$ cat config.mk
export PLATFORM = sky130hd
export DESIGN_NAME = nextpc_unit
export DESIGN_NICKNAME = d
export VERILOG_FILES = /design/src/rtl/nextpc_pkg.sv /design/src/rtl/nextpc_target_calc.sv /design/src/rtl/nextpc_select.sv /design/src/rtl/nextpc_ctrl.sv /design/src/rtl/nextpc_unit.sv
export SDC_FILE = /design/constraint.sdc
export NUM_CORES = 1
export LEC_CHECK = 0
export ABC_CLOCK_PERIOD_IN_PS = 7300
export CAP_MARGIN = 10
export CORE_MARGIN = 2
export CORE_UTILIZATION = 54
export DETAILED_ROUTE_END_ITERATION = 8
export PLACE_DENSITY = 0.94
export SYNTH_ARGS = -nofsm -noshare
export SYNTH_HDL_FRONTEND = slang
export SYNTH_SLANG_ARGS = --single-unit
$ cat constraint.sdc
create_clock -name clk -period 7.3 [get_ports clk]
set_input_delay 0.73 -clock clk [delete_from_list [all_inputs] [get_ports clk]]
set_output_delay 0.73 -clock clk [all_outputs]
set_load 0.01 [all_outputs]
$ cat src/rtl/nextpc_pkg.sv
package nextpc_pkg;

    typedef enum logic [1:0] {
        SEL_SEQ    = 2'd0,
        SEL_BRANCH = 2'd1,
        SEL_JUMP   = 2'd2,
        SEL_REG    = 2'd3
    } nextpc_sel_e;

    typedef enum logic {
        ST_RUN  = 1'b0,
        ST_HALT = 1'b1
    } nextpc_state_e;

endpackage

$ cat src/rtl/nextpc_target_calc.sv
module nextpc_target_calc #(
    parameter int XLEN   = 32,
    parameter int IMM_W  = 16,
    parameter int JIDX_W = 26
) (
    input  logic [XLEN-1:0]   pc_q,
    input  logic [IMM_W-1:0]  imm_field,
    input  logic [JIDX_W-1:0] jidx_field,
    input  logic [XLEN-1:0]   rs_value,
    output logic [XLEN-1:0]   seq_addr,
    output logic [XLEN-1:0]   branch_addr,
    output logic [XLEN-1:0]   jump_addr,
    output logic [XLEN-1:0]   reg_addr,
    output logic [XLEN-1:0]   link_addr
);
    localparam int REGION_W = XLEN - JIDX_W - 2;
    localparam int SEXT_W   = XLEN - IMM_W - 2;

    logic [XLEN-1:0] branch_off;

    always_comb begin
        seq_addr    = pc_q + XLEN'(4);
        link_addr   = pc_q + XLEN'(8);
        branch_off  = {{SEXT_W{imm_field[IMM_W-1]}}, imm_field, 2'b00};
        branch_addr = seq_addr + branch_off;
        jump_addr   = {seq_addr[XLEN-1 -: REGION_W], jidx_field, 2'b00};
        reg_addr    = rs_value;
    end

endmodule

$ cat src/rtl/nextpc_select.sv
module nextpc_select
    import nextpc_pkg::*;
#(
    parameter int XLEN = 32
) (
    input  nextpc_sel_e     sel,
    input  logic [XLEN-1:0] seq_addr,
    input  logic [XLEN-1:0] branch_addr,
    input  logic [XLEN-1:0] jump_addr,
    input  logic [XLEN-1:0] reg_addr,
    output logic [XLEN-1:0] cand_addr,
    output logic            cand_zero
);
    always_comb begin
        unique case (sel)
            SEL_SEQ:    cand_addr = seq_addr;
            SEL_BRANCH: cand_addr = branch_addr;
            SEL_JUMP:   cand_addr = jump_addr;
            SEL_REG:    cand_addr = reg_addr;
            default:    cand_addr = seq_addr;
        endcase
        cand_zero = (cand_addr == '0);
    end

endmodule

$ cat src/rtl/nextpc_ctrl.sv
module nextpc_ctrl
    import nextpc_pkg::*;
#(
    parameter int              XLEN      = 32,
    parameter logic [XLEN-1:0] RESET_VEC = 32'hBFC0_0000
) (
    input  logic            clk,
    input  logic            rst,
    input  logic            step_en,
    input  logic [XLEN-1:0] cand_addr,
    input  logic            cand_zero,
    output logic [XLEN-1:0] pc_q,
    output logic            running
);
    nextpc_state_e state_q, state_d;
    logic          advance;

    always_comb begin
        state_d = state_q;
        advance = 1'b0;
        unique case (state_q)
            ST_RUN: begin
                advance = step_en;
                if (step_en && cand_zero) begin
                    state_d = ST_HALT;
                end
            end
            ST_HALT: begin
                state_d = ST_HALT;
            end
            default: state_d = ST_RUN;
        endcase
    end

    always_ff @(posedge clk) begin
        if (rst) begin
            state_q <= ST_RUN;
        end else begin
            state_q <= state_d;
        end
    end

    always_ff @(posedge clk) begin
        if (rst) begin
            pc_q <= RESET_VEC;
        end else if (advance) begin
            pc_q <= cand_addr;
        end
    end

    always_comb begin
        unique case (state_q)
            ST_RUN:  running = 1'b1;
            ST_HALT: running = 1'b0;
            default: running = 1'b0;
        endcase
    end

endmodule

$ cat src/rtl/nextpc_unit.sv
module nextpc_unit
    import nextpc_pkg::*;
#(
    parameter int              XLEN      = 32,
    parameter int              IMM_W     = 16,
    parameter int              JIDX_W    = 26,
    parameter logic [XLEN-1:0] RESET_VEC = 32'hBFC0_0000
) (
    input  logic            clk,
    input  logic            rst,
    input  logic            step_en,
    input  logic [XLEN-1:0] instr_word,
    input  logic [XLEN-1:0] rs_value,
    input  logic [1:0]      next_sel,
    output logic [XLEN-1:0] fetch_addr,
    output logic [XLEN-1:0] link_addr,
    output logic            running
);
    logic [XLEN-1:0] seq_addr, branch_addr, jump_addr, reg_addr, cand_addr;
    logic            cand_zero;
    logic            unused_opcode_bits;

    assign unused_opcode_bits = ^instr_word[XLEN-1:JIDX_W];

    nextpc_target_calc #(
        .XLEN(XLEN), .IMM_W(IMM_W), .JIDX_W(JIDX_W)
    ) calc_i (
        .pc_q       (fetch_addr),
        .imm_field  (instr_word[IMM_W-1:0]),
        .jidx_field (instr_word[JIDX_W-1:0]),
        .rs_value   (rs_value),
        .seq_addr   (seq_addr),
        .branch_addr(branch_addr),
        .jump_addr  (jump_addr),
        .reg_addr   (reg_addr),
        .link_addr  (link_addr)
    );

    nextpc_select #(.XLEN(XLEN)) sel_i (
        .sel        (nextpc_sel_e'(next_sel)),
        .seq_addr   (seq_addr),
        .branch_addr(branch_addr),
        .jump_addr  (jump_addr),
        .reg_addr   (reg_addr),
        .cand_addr  (cand_addr),
        .cand_zero  (cand_zero)
    );

    nextpc_ctrl #(.XLEN(XLEN), .RESET_VEC(RESET_VEC)) ctrl_i (
        .clk      (clk),
        .rst      (rst),
        .step_en  (step_en),
        .cand_addr(cand_addr),
        .cand_zero(cand_zero),
        .pc_q     (fetch_addr),
        .running  (running)
    );

endmodule

# --- After elaboration in Yosys (flattened, before gate mapping) ---
# Index checks and enable logic that the tools add are counted.
op_classes:
  addsub: 3
  n_eq_ne: 3
  muxes: 5
  n_bitwise: 1
  reduce_logical: 3
op_table:
  columns: ["operator", "count"]
  rows:
  - ["case mux 32 bit (4 select lines)", 1]
  - ["adder 32 x 3 -> 32 bit, second input constant", 1]
  - ["adder 32 bit", 1]
  - ["adder 32 x 4 -> 32 bit, second input constant", 1]
  - ["zero test 32 bit", 1]
  - ["equality test 2 bit, second input constant", 2]
  - ["case mux 1 bit (2 select lines)", 2]
  - ["equality test 2 x 1 -> 1 bit, second input constant", 1]
  - ["zero test 2 bit", 1]
  - ["two-way mux 1 bit", 2]
  - ["logical AND 1 bit", 1]
  - ["inverter 1 bit", 1]
word_totals:
  regBits: 33
  output_inout_bits: 65
  elab_cells: 17

# --- Longest topological paths before layout ---
# Gate-level depths: netlist of the first run.
depth:
  word_depth: 7
  ltp_mapped: 17

# --- Cells and area by module ---
# Synthesis of the first run repeated with hierarchy kept, for this count alone.
hier_totals:
  hier_cells: 662
  area_unflattened_um2: 5551.6
by_module_without_submodules:
  columns: ["module", "instances", "cells_per_inst", "area_per_inst_um2"]
  rows:
  - ["nextpc_target_calc", 1, 463, 3236.9]
  - ["nextpc_ctrl", 1, 148, 1452.6]
  - ["nextpc_select", 1, 51, 862.1]

# --- Worst setup path before layout of the first run ---
# Ideal clock, no wire load.
synth_timing:
  path_type: "reg-to-reg"
  from: "register ctrl_i.pc_q[4]"
  to: "register ctrl_i.state_q"
  setup_ns: 0.126
  arrival_time_ns: 3.883
  required_ns: 7.174
  setup_slack_ns: 3.291
  stages_incl_launch_ff: 17
  n_path_buf: 0
  cell_sequence: "dfxtp_1 ha_1 nand4_1 or3_4 o41a_1 or2_2 ha_1 a211oi_1 o21ai_0 o211ai_1 nand2_1 o21ai_0 o21ai_0 o21a_1 or3_1 nand3b_1 o22ai_1"
synth_via:
  elab_chain_len: 7
synth_lines:
  columns: ["element", "line_no", "text"]
  rows:
  - ["start: declaration", "nextpc_ctrl.sv:12", "output logic [XLEN-1:0] pc_q,"]
  - ["start signal: assignment", "nextpc_ctrl.sv:47", "pc_q <= cand_addr;"]
  - ["adder 32 x 3 -> 32 bit (*)", "nextpc_target_calc.sv:22", "seq_addr = pc_q + XLEN'(4);"]
  - ["adder 32 bit", "nextpc_target_calc.sv:25", "branch_addr = seq_addr + branch_off;"]
  - ["case mux 32 bit (4 select lines) (*)", "nextpc_select.sv:15", "unique case (sel)"]
  - ["zero test 32 bit (*)", "nextpc_select.sv:22", "cand_zero = (cand_addr == '0);"]
  - ["logical AND 1 bit (*)", "nextpc_ctrl.sv:24", "if (step_en && cand_zero) begin"]
  - ["two-way mux 1 bit (*)", "nextpc_ctrl.sv:24", null]
  - ["case mux 1 bit (2 select lines) (*)", "nextpc_ctrl.sv:21", "unique case (state_q)"]
  - ["end signal: assignment", "nextpc_ctrl.sv:39", "state_q <= state_d;"]
  - ["end: declaration", "nextpc_ctrl.sv:15", "nextpc_state_e state_q, state_d;"]
# Every way passes the cells marked *; elsewhere a longest branch is shown, timed or not.
# A chain may end at the register's enable or synchronous reset.

# --- Final worst setup path of the first run ---
layout_timing:
  from: "register ctrl_i.pc_q[2]"
  to: "register ctrl_i.state_q"
# The elaborated chain is that of the path after synthesis.

==> flow_summary.ini, run 1 <==
[outcome]
run_status = finished clean

[die]
initial_util = 0.549
std_cell_rows = 34
core_area_mm2 = 0.00864
fp.dieArea_mm2 = 0.00955
number_of_i_o_pins = 134
die-width_um = 97.7
die_h_um = 97.7

[synth]
synthArstFlopShare = 0
syn-instance-count = 664
ys_seq_elements = 33
top_count_cell_post_synth = nand2_1
syn-cell-area_mm2 = 0.00474
avgSynthCellArea_um2 = 7.15
ys.flop_type = dfxtp_1
sequential_share_of_the_synthesized_area = 0.139
yosys.area.top_type = dfxtp_1
yosys-top-cells-area = dfxtp_1, ha_1, xnor2_1
synth_top_area_share = 0.139
synth.distinct_cells = 63
mappedNetlistNets = 769
yosysWarningCount = 0
synth-edff-count = 0
yosys-top-cells-count = nand2_1, nor2_1, a21oi_1, xnor2_1, ha_1

[finish]
finish.net_count = 863
insertedDiodeCount = 0
layout-drive-gt1-share = 0.0435
syn_to_final_growth_pct = 28.6
finalNonFillerCells = 867

[sta]
min_period_ns = 5.20
setup_ws_ns = 2.10
grt_setup_unrepaired = false
worst_case_hold_slack_ns = 0.507
worst_pin_slew_ns = 0.913
maxClockFrequency_ghz = 0.192
finalSetupTns_ns = 0
timing.final.crit_share = 0.713
fin_skew_ns = 0.00784
final-max-slew-violation-count = 0
final-hold-violation-count = 0
setup_viol_count_final = 0
timing.slew.headroom = 0.389

[worst_setup_path]
worst_setup_path_start_kind = flop
cp.required_ns = 7.48
worstSetupPathType = reg -> reg
path_max_fanout = 11
cp.arrival_ns = 5.38
worstSetupEndpointType = flop

[power_and_ir_drop]
ir_worst_vdd_v = 0.0000841
p_leak_nw = 2.36
clockPowerShare = 0.173
power.internal_mw = 0.465
comb_power_share = 0.539
power.switching_mw = 0.342
switching_share = 0.423
power-per-cell-area_mw_per_mm2 = 132
power_frac_seq = 0.288
post-layout-total-power_mw = 0.807

[placement]
dp.cells = 858
finalWeightedCongestion = 1.02
port-buffer-count = 127
dp_slack_ns = 2.28
dp_hpwl_um = 12600

[grt]
gr-total-overflow = 0
grtUsageTotal = 0.336
first_global_vias = 5259
grt_start_max_net_pins = 44
antenna_found_initial = 0
global_route_wire_length_before_repair_um = 26300

[cts]
cts.path.max_buffers = 2
clock_tree.root_cell = clkbuf_8
post_cts_resize_count = 0
clkLatencyLatePin_ns = 0.30
hold_buf_cts = 0
h-tree-depth = 2
postCtsSetupBuffers = 0
clock_tree_from_tritoncts = done
clock_pin_slew_reported_for_the_worst_setup_and_hold_paths_after_clock_tree_synthesis_ns = 0.07
cts-buffers-inserted = 5
clkSinkCount = 33

[hold_path]
worstHoldPathType = reg -> reg

[drt]
ant_nets = 0
detailedRoute.firstPassIterationCount = 7
drt_first_iter_violations = 508
route.vias.total = 5648
detail_route.wirelength_um = 16600
detailed_route_drc_error_count = 0
drt-wirelength-per-cell_um = 19.1
drt-vias-per-instance = 6.51

[job]
timing.max_cap.violations = 0
[cell families (layout without fill, tap and decap cells)]
| kind of cell | after synthesis | in the layout | synth area share |
|---|---|---|---|
| simple gates | 269 | 269 | 0.277 |
| mux | 25 | 25 | 0.0659 |
| fa+ha+maj | 36 | 36 | 0.0965 |
| flops | 33 | 33 | 0.139 |
| xor+xnor | 73 | 73 | 0.135 |
| compound gates | 168 | 168 | 0.235 |
| buf+inv | 60 | 155 | 0.0520 |
[final cells by class]
class                           instances  area (um^2)
Clock buffer                            5         68.8
Clock inverter                          3         17.5
Fill cell                             712         2530
Inverter                               14         52.6
Multi-Input combinational cell        571         3840
Sequential cell                        33          661
Tap cell                              108          135
Timing Repair Buffer                  133         1330
[critical path, stage by stage (launching register included)]
cell and delay, ns:
dfxtp_1 0.63, ha_1 0.27, nand3_1 0.27, nor4_2 0.76
nand2_1 0.15, xnor2_1 0.30, ha_1 0.38, a211oi_1 0.36
o21ai_0 0.16, o211ai_1 0.34, nand2_1 0.09, o21ai_0 0.35
o21ai_0 0.22, o21a_1 0.14, or3_1 0.44, nand3b_1 0.14
o22ai_1 0.08
[worst paths after layout]
| path | depth (start not counted) | slack, ns | startpoint | to |
|---|---|---|---|---|
| worst max-delay path | 16 | 2.10 | ctrl_i.pc_q[2] | ctrl_i.state_q |
| worst min-delay path | 2 | 0.51 | ctrl_i.pc_q[1] | ctrl_i.pc_q[1] |
| worst max register to register | 16 | 2.10 | ctrl_i.pc_q[2] | ctrl_i.state_q |
| worst min register to register | 2 | 0.51 | ctrl_i.pc_q[1] | ctrl_i.pc_q[1] |
[per-stage QoR]
step / utilization / cell area [um^2]
after floorplan: - / 4740
after global placement: 0.694 / 5990
after detailed placement: 0.694 / 5990
after CTS: 0.704 / 6080
after global routing: 0.707 / 6100
final: 0.707 / 6100
[placed cells by master (no fill, tap or decap), types with 4 or more instances in the layout]
| cell | Yosys | final |
|---|---|---|
| or3_1 | 8 | 8 |
| nor4_1 | 9 | 9 |
| dfxtp_1 | 33 | 33 |
| xnor2_1 | 41 | 41 |
| a211o_1 | 6 | 6 |
| mux2i_1 | 20 | 20 |
| clkbuf_8 | 0 | 5 |
| o21bai_1 | 4 | 4 |
| clkdlybuf4s50_1 | 0 | 126 |
| a211oi_1 | 14 | 14 |
| o22ai_1 | 7 | 7 |
| and2_1 | 6 | 6 |
| o211ai_1 | 5 | 5 |
| nand3_1 | 20 | 20 |
| nor2_1 | 65 | 65 |
| o21ai_0 | 27 | 27 |
| buf_4 | 3 | 5 |
| nor2b_1 | 6 | 6 |
| a21oi_1 | 54 | 54 |
| o221ai_1 | 7 | 7 |
| a21boi_0 | 5 | 5 |
| or2_2 | 4 | 4 |
| nand3b_1 | 4 | 4 |
| o21a_1 | 5 | 5 |
| nand2b_1 | 6 | 6 |
| xor2_1 | 32 | 32 |
| nand2_1 | 90 | 90 |
| nor3_1 | 11 | 11 |
| ha_1 | 35 | 35 |
| nand4_1 | 24 | 24 |
| a221oi_1 | 4 | 4 |
| mux4_2 | 5 | 5 |
| inv_1 | 14 | 14 |
[power by group through the flow]
stage          combinational [mW]  clock [mW]  sequential [mW]
6_report                    0.435       0.140            0.232
5_1_grt                     0.470       0.147            0.234
4_1_cts                     0.426       0.140            0.231
3_5_place_dp                0.422           0            0.234
3_3_place_gp                0.411           0            0.233
2_1_floorplan               0.275           0            0.218
[sequential cells by signal (all words and copies together) (netlist names)]
register / cells
ctrl_i.pc_q: 32
ctrl_i.state_q: 1
[metal layers]
layer	vias up	global-route usage	routed length, um
met5	-	0	0
met4	0	0.146	707
met3	57	0.0601	1620
met2	379	0.578	7970
met1	2600	0.411	6260
li1	2612	-	-
Power figures use the tool's default switching activity.
==> run 2, diff against run 1 <==
--- a/config.mk
+++ b/config.mk
@@ -5,12 +5,12 @@
 export SDC_FILE = /design/constraint.sdc
 export NUM_CORES = 1
 export LEC_CHECK = 0
-export ABC_CLOCK_PERIOD_IN_PS = 7300
+export ABC_CLOCK_PERIOD_IN_PS = 5450
 export CAP_MARGIN = 10
 export CORE_MARGIN = 2
-export CORE_UTILIZATION = 54
+export CORE_UTILIZATION = 50
 export DETAILED_ROUTE_END_ITERATION = 8
-export PLACE_DENSITY = 0.94
+export PLACE_DENSITY = 0.88
 export SYNTH_ARGS = -nofsm -noshare
 export SYNTH_HDL_FRONTEND = slang
 export SYNTH_SLANG_ARGS = --single-unit
==> constraint.sdc (replaced) <==
create_clock -name clk -period 5.45 [get_ports clk]
set_input_delay 0.545 -clock clk [delete_from_list [all_inputs] [get_ports clk]]
set_output_delay 0.545 -clock clk [all_outputs]
set_load 0.01 [all_outputs]
==> run 2 against run 1 <==
Net effect: critical path depth did not move; maximum frequency rose by 8.2%; clock power up 49%; global-route usage shrank 2.2 points; total power rose by 36%; die area grew 7.7%; core utilization down 4.0 points; register-to-register slack got worse by 1.5 ns; sequential cell count is the same; non-clock buffer count is 5 higher; combinational power up 34%; setup slack worse by 1.5 ns; critical endpoint unchanged.
==> flow_summary.ini, run 2 (synthesis gave the netlist of run 1 again) <==
[power_and_ir_drop]
power-per-cell-area_mw_per_mm2 = 178
p_leak_nw = 2.39
post-layout-total-power_mw = 1.10
ir_worst_vdd_v = 0.000121

[placement]
finalWeightedCongestion = 1.01
dp_slack_ns = 0.802
dpl_cell_area_mm2 = 0.00606
dp.cells = 885
dp_hpwl_um = 12800
port-buffer-count = 127

[die]
die_h_um = 101
core_area_mm2 = 0.00924
std_cell_rows = 35
fp.dieArea_mm2 = 0.0103
number_of_i_o_pins = 134
die-width_um = 101
initial_util = 0.513

[sta]
final-max-slew-violation-count = 0
finalSetupTns_ns = 0
timing.final.crit_share = 0.882
worst_case_hold_slack_ns = 0.503
worst_pin_slew_ns = 0.842
maxClockFrequency_ghz = 0.208
fin_skew_ns = 0.00502
grt_setup_unrepaired = false
setup_ws_ns = 0.642
setup_viol_count_final = 0
min_period_ns = 4.81
timing.slew.headroom = 0.437
final-hold-violation-count = 0

[worst_setup_path]
crit_path_max_incr_delay_ns = 0.47
path_cells = ha_1, nand4_1, nor3_1, nand3_1, xnor2_1, ha_1, o21ai_0, o21ai_0, o211ai_1, nand2_1, o21ai_0, o21ai_0, o21a_1, or3_1, nand3b_1, o22ai_1
critical_path.top_delay_family = simple AND/OR/NAND/NOR gates
worstSetupEndpointType = flop
depth_of_the_worst_register_to_register_path = 16
critical-path-top-cell-by-count = o21ai_0
cp.arrival_ns = 4.98
critical_path_depth = 16
timing.critical_path.slowest_stage_cell = nor3_1
crit_buf_inv = 0
cp.required_ns = 5.62
worst_setup_path_start_kind = flop
worstSetupPathType = reg -> reg
path_max_fanout = 7

[drt]
route.vias.total = 5523
detailedRoute.firstPassIterationCount = 5
detailed_route_drc_error_count = 0
drt-wirelength-per-cell_um = 18.4
ant_nets = 0
detail_route.wirelength_um = 16400
drt-vias-per-instance = 6.18
drt_first_iter_violations = 450

[finish]
final_util = 0.667
registers_with_the_most_flip_flops = ctrl_i.pc_q (32), ctrl_i.state_q (1)
finalNonFillerCells = 893
max_ffs_per_register = 32
layout-drive-gt1-share = 0.0497
syn_to_final_growth_pct = 29.9
largest-register = ctrl_i.pc_q
finalInstanceArea_mm2 = 0.00616
finish.net_count = 868
most-common-layout-cells = clkdlybuf4s50_1, nand2_1, nor2_1
layout.cells.most_common = clkdlybuf4s50_1
insertedDiodeCount = 0

[cts]
h-tree-depth = 2
clock_tree_from_tritoncts = done
post_cts_resize_count = 0
postCtsSetupBuffers = 0
cts.path.max_buffers = 2
clock_pin_slew_reported_for_the_worst_setup_and_hold_paths_after_clock_tree_synthesis_ns = 0.07
clkLatencyLatePin_ns = 0.29
clock_tree.root_cell = clkbuf_8
cts-buffers-inserted = 5
hold_buf_cts = 0
clkSinkCount = 33

[hold_path]
hold-path-cell-count = 2
worstHoldPathType = reg -> reg

[grt]
global_route_wire_length_before_repair_um = 25600
global_route.usage.met1 = 0.382
grtUsageTotal = 0.314
grt_use_met2 = 0.546
groute.layer.met3.usage = 0.0545
antenna_found_initial = 0
first_global_vias = 5080
grt_start_max_net_pins = 44
busiest_layer = met2
gr-total-overflow = 0

[outcome]
run_status = finished clean

[job]
timing.max_cap.violations = 0
[run 2: cell count changes in the layout (fill, tap and decap cells not counted)]
cell        delta
clkinvlp_4     -1
buf_16         -1
clkinv_2       -1
buf_4          +6
clkbuf_8       +2
[run 2: worst paths after layout]
path / start / endpoint / slack (ns)
max: ctrl_i.pc_q[4] / ctrl_i.state_q / 0.64
min: ctrl_i.pc_q[1] / ctrl_i.pc_q[1] / 0.50
max reg2reg: ctrl_i.pc_q[4] / ctrl_i.state_q / 0.64
min reg2reg: ctrl_i.pc_q[1] / ctrl_i.pc_q[1] / 0.50
[run 2: tightest hold or removal path, stage by stage (launching register included)]
cell	delay, ns
dfxtp_1	0.34
nand2_1	0.07
a21oi_1	0.05
[run 2: layout make-up]
type,instances,area (um^2)
well taps,129,161
multi-input cells,571,3840
clock buffers,7,96.3
clock inverters,1,5.00
inverters,14,52.6
repair buffers,138,1350
flip-flops and latches,33,661
fillers,793,3080
[run 2: where the power goes]
| part | switching [mW] | total [mW] | internal (mW) |
|---|---|---|---|
| clock network | 0.0941 | 0.208 | 0.114 |
| logic | 0.310 | 0.585 | 0.275 |
| registers | 0.0450 | 0.306 | 0.261 |
| total | 0.449 | 1.10 | 0.650 |
[run 2: routing by layer]
metal,routed length [um],share of wire
met4,654,0.040
met2,7870,0.48
met3,1400,0.085
met1,6520,0.40
met5,0,0
